File: src/rtl/sfq_pkg.sv
package sfq_pkg;
   localparam int NFLAG   = 7;
   localparam int NREQ    = 6;
   localparam int F_RXDRN = 0;
   localparam int F_RXOVF = 1;
   localparam int F_TXFIL = 2;
   localparam int F_TXUNF = 3;
   localparam int F_EOQ   = 4;
   localparam int F_TC    = 5;
   localparam int F_RUN   = 6;
endpackage

File: src/rtl/sfq_fifo.sv
module sfq_fifo #(
   parameter int W     = 16,
   parameter int DEPTH = 4,
   parameter int STW   = 4
) (
   input  logic           clk,
   input  logic           rst_n,
   input  logic           single,
   input  logic           flush,
   input  logic           ovr_en,
   input  logic           push,
   input  logic [W-1:0]   pdata,
   input  logic           pop,
   output logic [W-1:0]   rdata,
   output logic           empty,
   output logic           full,
   output logic [STW-1:0] count,
   output logic [STW-1:0] ptr
);
   localparam int PW = $clog2(DEPTH);
   localparam int CW = $clog2(DEPTH + 1);

   if (DEPTH < 2 || (DEPTH & (DEPTH - 1)) != 0) begin : g_bad_depth
      $error("sfq_fifo: DEPTH must be a power of two of at least 2");
   end
   if (DEPTH >= (1 << STW)) begin : g_bad_stw
      $error("sfq_fifo: STW too narrow for DEPTH");
   end

   logic [W-1:0]  mem [DEPTH];
   logic [PW-1:0] rd_q, wr_q;
   logic [CW-1:0] cnt_q;
   logic [CW-1:0] cap;
   logic          do_pop, do_push, do_ovw;

   assign cap     = single ? CW'(1) : CW'(DEPTH);
   assign full    = cnt_q >= cap;
   assign empty   = cnt_q == '0;
   assign do_pop  = pop & ~empty;
   assign do_ovw  = push & full & ~do_pop & ovr_en;
   assign do_push = push & (~full | do_pop | ovr_en);

   always_ff @(posedge clk) begin
      if (do_push && !flush) mem[wr_q] <= pdata;
   end

   always_ff @(posedge clk or negedge rst_n) begin
      if (!rst_n) begin
         rd_q  <= '0;
         wr_q  <= '0;
         cnt_q <= '0;
      end else if (flush) begin
         rd_q  <= '0;
         wr_q  <= '0;
         cnt_q <= '0;
      end else begin
         if (do_push) wr_q <= wr_q + PW'(1);
         if (do_pop || do_ovw) rd_q <= rd_q + PW'(1);
         if (do_push && !do_pop && !do_ovw) cnt_q <= cnt_q + CW'(1);
         else if (do_pop && !do_push) cnt_q <= cnt_q - CW'(1);
      end
   end

   assign rdata = mem[rd_q];
   assign count = STW'(cnt_q);
   assign ptr   = STW'(rd_q);

   p_count_bound_r2: assert property (@(posedge clk) disable iff (!rst_n)
      cnt_q <= CW'(DEPTH));
   p_flush_clears_r5: assert property (@(posedge clk) disable iff (!rst_n)
      flush |=> (cnt_q == '0 && rd_q == '0));
   p_overwrite_keeps_count_r3: assert property (@(posedge clk) disable iff (!rst_n)
      (push && full && !pop && ovr_en && !flush) |=> $stable(cnt_q));
   p_single_cap_r6: assert property (@(posedge clk) disable iff (!rst_n)
      (single && cnt_q == CW'(1) && push && !pop && !ovr_en && !flush) |=> cnt_q == CW'(1));
endmodule

File: src/rtl/sfq_req.sv
module sfq_req
   import sfq_pkg::*;
(
   input  logic [NREQ-1:0] flag,
   input  logic [NREQ-1:0] en,
   input  logic            rx_sel_dma,
   input  logic            tx_sel_dma,
   output logic            irq,
   output logic            rx_dma,
   output logic            tx_dma
);
   logic [NREQ-1:0] irq_v, dma_v;

   for (genvar k = 0; k < NREQ; k++) begin : g_src
      if (k == F_RXDRN || k == F_TXFIL) begin : g_steer
         logic sel;
         assign sel      = (k == F_RXDRN) ? rx_sel_dma : tx_sel_dma;
         assign irq_v[k] = flag[k] & en[k] & ~sel;
         assign dma_v[k] = flag[k] & en[k] & sel;
      end else begin : g_plain
         assign irq_v[k] = flag[k] & en[k];
         assign dma_v[k] = 1'b0;
      end
   end

   assign irq    = |irq_v;
   assign rx_dma = dma_v[F_RXDRN];
   assign tx_dma = dma_v[F_TXFIL];

   logic unused_dma;
   assign unused_dma = ^dma_v;
endmodule

File: src/rtl/spi_fifo_stat_unit.sv
module spi_fifo_stat_unit
   import sfq_pkg::*;
#(
   parameter int TXW   = 16,
   parameter int RXW   = 32,
   parameter int DEPTH = 4,
   parameter int STW   = 4
) (
   input  logic             clk,
   input  logic             rst_n,
   input  logic             tx_fifo_off,
   input  logic             rx_fifo_off,
   input  logic             rx_overwrite,
   input  logic             tx_flush,
   input  logic             rx_flush,
   input  logic             tx_push,
   input  logic [TXW-1:0]   tx_push_data,
   input  logic             eng_tx_req,
   output logic             eng_tx_valid,
   output logic [TXW-1:0]   eng_tx_data,
   input  logic             eng_rx_valid,
   input  logic [RXW-1:0]   eng_rx_data,
   input  logic             rx_pop,
   output logic [RXW-1:0]   rx_pop_data,
   input  logic             eng_eoq,
   input  logic             eng_done,
   input  logic             eng_busy,
   input  logic [NFLAG-1:0] flag_clr,
   output logic [NFLAG-1:0] flags,
   input  logic [NREQ-1:0]  req_en,
   input  logic             rx_drain_dma,
   input  logic             tx_fill_dma,
   output logic             irq,
   output logic             rx_dma_req,
   output logic             tx_dma_req,
   output logic [STW-1:0]   tx_count,
   output logic [STW-1:0]   tx_ptr,
   output logic [STW-1:0]   rx_count,
   output logic [STW-1:0]   rx_ptr
);
   logic tx_empty, tx_full, rx_empty, rx_full;
   logic [NFLAG-1:0] flag_q, flag_set;

   sfq_fifo #(.W(TXW), .DEPTH(DEPTH), .STW(STW)) u_txq (
      .clk(clk), .rst_n(rst_n), .single(tx_fifo_off), .flush(tx_flush),
      .ovr_en(1'b0), .push(tx_push), .pdata(tx_push_data), .pop(eng_tx_req),
      .rdata(eng_tx_data), .empty(tx_empty), .full(tx_full),
      .count(tx_count), .ptr(tx_ptr));

   sfq_fifo #(.W(RXW), .DEPTH(DEPTH), .STW(STW)) u_rxq (
      .clk(clk), .rst_n(rst_n), .single(rx_fifo_off), .flush(rx_flush),
      .ovr_en(rx_overwrite), .push(eng_rx_valid), .pdata(eng_rx_data), .pop(rx_pop),
      .rdata(rx_pop_data), .empty(rx_empty), .full(rx_full),
      .count(rx_count), .ptr(rx_ptr));

   assign eng_tx_valid = ~tx_empty;

   always_comb begin
      flag_set          = '0;
      flag_set[F_RXDRN] = ~rx_empty;
      flag_set[F_RXOVF] = eng_rx_valid & rx_full & ~rx_pop;
      flag_set[F_TXFIL] = ~tx_full;
      flag_set[F_TXUNF] = eng_tx_req & tx_empty;
      flag_set[F_EOQ]   = eng_eoq;
      flag_set[F_TC]    = eng_done;
      flag_set[F_RUN]   = eng_busy;
   end

   always_ff @(posedge clk or negedge rst_n) begin
      if (!rst_n) flag_q <= '0;
      else        flag_q <= (flag_q & ~flag_clr) | flag_set;
   end

   assign flags = flag_q;

   sfq_req u_req (
      .flag(flag_q[NREQ-1:0]), .en(req_en), .rx_sel_dma(rx_drain_dma),
      .tx_sel_dma(tx_fill_dma), .irq(irq), .rx_dma(rx_dma_req), .tx_dma(tx_dma_req));

   p_underflow_flag_r4: assert property (@(posedge clk) disable iff (!rst_n)
      (eng_tx_req && tx_count == '0) |=> flags[F_TXUNF]);
   p_overflow_flag_r3: assert property (@(posedge clk) disable iff (!rst_n)
      (eng_rx_valid && rx_full && !rx_pop) |=> flags[F_RXOVF]);
   p_clear_one_r7: assert property (@(posedge clk) disable iff (!rst_n)
      (flag_clr[F_EOQ] && !eng_eoq) |=> !flags[F_EOQ]);
   p_dma_quiet_irq_r10: assert property (@(posedge clk) disable iff (!rst_n)
      (req_en == 6'b000101 && rx_drain_dma && tx_fill_dma) |-> !irq);
   p_no_enable_no_req_r9: assert property (@(posedge clk) disable iff (!rst_n)
      (req_en == '0) |-> (!irq && !rx_dma_req && !tx_dma_req));
   p_tx_valid_r4: assert property (@(posedge clk) disable iff (!rst_n)
      (tx_count == '0) |-> !eng_tx_valid);
endmodule

File: config.mk
export PLATFORM = sky130hd
export DESIGN_NAME = spi_fifo_stat_unit
export DESIGN_NICKNAME = d
export VERILOG_FILES = /design/src/rtl/sfq_pkg.sv /design/src/rtl/sfq_fifo.sv /design/src/rtl/sfq_req.sv /design/src/rtl/spi_fifo_stat_unit.sv
export SDC_FILE = /design/constraint.sdc
export NUM_CORES = 1
export LEC_CHECK = 0
export ABC_AREA = 0
export BUFFER_PORTS_ARGS = -buffer_cell sky130_fd_sc_hd__buf_2
export CORE_ASPECT_RATIO = 0.7
export CORE_UTILIZATION = 55
export CTS_CLUSTER_DIAMETER = 120
export DETAILED_ROUTE_END_ITERATION = 8
export PLACE_DENSITY = 0.91
export RECOVER_POWER = 25
export SETUP_SLACK_MARGIN = 0.05
export SLEW_MARGIN = 40
export SYNTH_ARGS = -nofsm -noshare
export SYNTH_HDL_FRONTEND = slang
export SYNTH_SLANG_ARGS = --single-unit
export TNS_END_PERCENT = 5
File: constraint.sdc
create_clock -name clk -period 4.3 [get_ports clk]
set_input_delay 0.86 -clock clk [delete_from_list [all_inputs] [get_ports clk]]
set_output_delay 0.86 -clock clk [all_outputs]
set_load 0.005 [all_outputs]
==> reports/results.txt <==
Outcome: complete, no violations
Sink Count: 213
N_diodes: 0
Crit path buffers/inverters: 2
Die H: 105.7 um
Worst Path Required: 3440 ps
# DRC: 0
DR iter-0 viols: 219
Root Driver: clkbuf_16
RSZ-0062 raised after global routing: false
Max-Cap Viols: 0
Vias per cell: 5.581
DIE AREA: 0.01586 mm^2
Syn_area_per_cell: 20.40 um^2
Final min period: 3124 ps
#FFs+latches synth: 213
Largest net degree at the start of global routing: 33
Combinational Power Share: 23.6%
Fraction of layout cells with a size suffix above 1: 37.06%
Post-synth EDFFs: 192
Die Width: 150.1 um
Ys async rst share: 9.859%
Fin crit share: 72.66%
Initial antenna violation count: 0
First-pass detailed-route iteration total: 4
CP Capture Type: output pin
Max Freq: 320.1 MHz
Synth unique cells: 54
Via Count: 4387
Ys flop type: edfxtp_1
Placed cell count: 751
Setup TNS: 0 ps
Reg power frac: 46.5%
Top delay family on crit path: flip-flops
Crit path max-delay cell type: dfrtp_2
Most common cell after layout, fill and taps aside: edfxtp_1
Max-slew headroom: 45.15%
WP data arrival: 2260 ps
CTS Buf Count: 20
Final wirelength: 15.66 mm
Min-delay worst type: primary input to async pin
Wirelength per Cell: 19.92 um
IO Port Bufs: 145
Vias in the first global route: 4644
CTS tree: built
Overflow left after global routing: 0
Final setup fails: 0
Post-layout net count: 669
Power, Total: 5.702 mW
CTS resizes: 0
Seq/Total Area, Yosys: 74.49%
First-pass GRT wire length: 24.20 mm
Crit-path cells: buf_4 > mux4_2 > buf_2
Critical Path Start Type: register
WS Path Type: register to output pin
Fillers: 981
Ys Warns: 0
Site Rows: 37
Worst IR Drop VDD: 0.3707 mV
Antenna Nets Post-Route: 0
Slew Viols, Final: 0
Htree depth: 1
Max FO, Critical Path: 17
Slowest Stage Delay on Critical Path: 720 ps
P_leak: 3.563 nW
RePlAce Congestion: 0.8672
Post-CTS Hold Buffers: 0
Ports: 152
Hold slack: 352.4 ps
Switching power: 1.513 mW
Fin area: 0.01007 mm^2
DP Wirelength: 10.39 mm
Clock slew at reported path FFs: 60 ps
Pint: 4.189 mW
Most frequent cells in the layout: edfxtp_1, buf_2, mux4_2
Syn Inst Count: 414
Later-pin clock latency in the skew report: 480 ps
Clock share of power: 29.9%
Synth Cell Area: 0.008446 mm^2
Switching part of the total power: 26.54%
Core Region: 0.01486 mm^2
Clock tree buffer depth: 3
Layout overhead on the synthesized area: 19.27%
Initial Utilization: 56.83%
Post-CTS setup buffers: 0
PwrDens: 566.1 mW/mm^2
Placed Area: 0.009479 mm^2
Overall routing resource usage: 20.42%
Final Skew: 8.256 ps
Non-filler instance count after layout: 786
Slew @ Worst Pin: 822.8 ps
Final Hold Viols: 0
[kinds of logic (layout without fill, tap and decap cells)]
group / after synthesis / count (layout) / synth area share [%]
and+or+nand+nor: 50 / 50 / 3.407
other: 1 / 6 / 0.04440
buffers and inverters: 44 / 216 / 2.400
xor gates and xnor gates: 5 / 5 / 0.5185
AOI/OAI and AO/OA: 35 / 35 / 3.600
adders and majority gates: 14 / 14 / 2.252
DFF: 213 / 213 / 74.49
muxes: 52 / 52 / 13.29
[worst paths after layout]
| check | startpoint | endpoint | slack [ps] | depth (start not counted) |
|---|---|---|---|---|
| hold / removal | rst_n | flags[2] | 350 | 1 |
| min in group clk | flags[6] | flags[6] | 520 | 1 |
| setup reg to reg | u_txq.cnt_q[0] | u_txq.cnt_q[1] | 1470 | 9 |
| max in group asynchronous | rst_n | u_rxq.rd_q[0] | 3570 | 1 |
| setup / recovery | u_rxq.rd_q[0] | rx_pop_data[18] | 1180 | 3 |
| hold reg to reg | flags[6] | flags[6] | 520 | 1 |
[stage by stage]
step	setup slack, ps	utilization [%]
floorplan	815.8	-
global placement	1241	63.78
detailed placement	1121	63.79
CTS	1101	68.10
global route	1025	67.79
finish	1176	67.79
[per-layer routing]
metal  share of wire, %  wire, um  global-route usage [%]  vias up
met5                  0         0                       0        -
met1                 43      6656                   28.03     2218
met3                4.8       752                   2.727       27
li1                   -         -                       -     1982
met4                1.8       280                   5.339        0
met2                 51      7968                   34.76      160
[power by group through the flow]
| stage | registers [mW] | logic [mW] | clock network (mW) |
|---|---|---|---|
| 2_1_floorplan | 2.57 | 0.952 | 0 |
| 3_3_place_gp | 2.68 | 1.31 | 0 |
| 3_5_place_dp | 2.70 | 1.36 | 0 |
| 4_1_cts | 2.66 | 1.37 | 1.74 |
| 5_1_grt | 2.69 | 1.47 | 1.81 |
| 6_report | 2.65 | 1.35 | 1.70 |
[layout make-up]
class	count	area, um^2	area share [%]
Multi-Input combinational cell	162	2028	20.13
Sequential cell	213	6294	62.48
Timing Repair Buffer	159	784.5	7.788
Clock inverter	8	92.59	0.9191
Clock buffer	27	548.0	5.440
Tap cell	195	244.0	2.422
Inverter	22	82.58	0.8198
[cell usage after synthesis (2+ instances only)]
cell type	instances	area, um^2
a21o_1	3	22.52
a21oi_1	3	15.01
a22o_1	2	17.52
and3_1	2	12.51
buf_2	6	30.03
buf_4	6	45.04
clkbuf_1	8	30.03
dfrtp_1	21	525.5
edfxtp_1	192	5766
fa_1	2	40.04
ha_1	12	150.1
inv_1	22	82.58
mux2i_1	3	30.03
mux4_2	48	1081
nand2_1	5	18.77
nand2b_1	2	12.51
nor2_1	19	71.32
nor3_1	6	30.03
nor3b_1	5	37.54
o21a_1	3	22.52
o21ai_0	3	15.01
o22ai_1	2	12.51
o31ai_1	3	22.52
or3_1	3	18.77
xnor2_1	4	35.03
[registers in the layout (all words and copies together), names as in the netlist]
register,cells
u_rxq.mem,128
u_txq.mem,64
flags,7
u_rxq.cnt_q,3
u_txq.cnt_q,3
u_rxq.rd_q,2
u_rxq.wr_q,2
u_txq.rd_q,2
u_txq.wr_q,2
(Power assumes the default switching activity.)
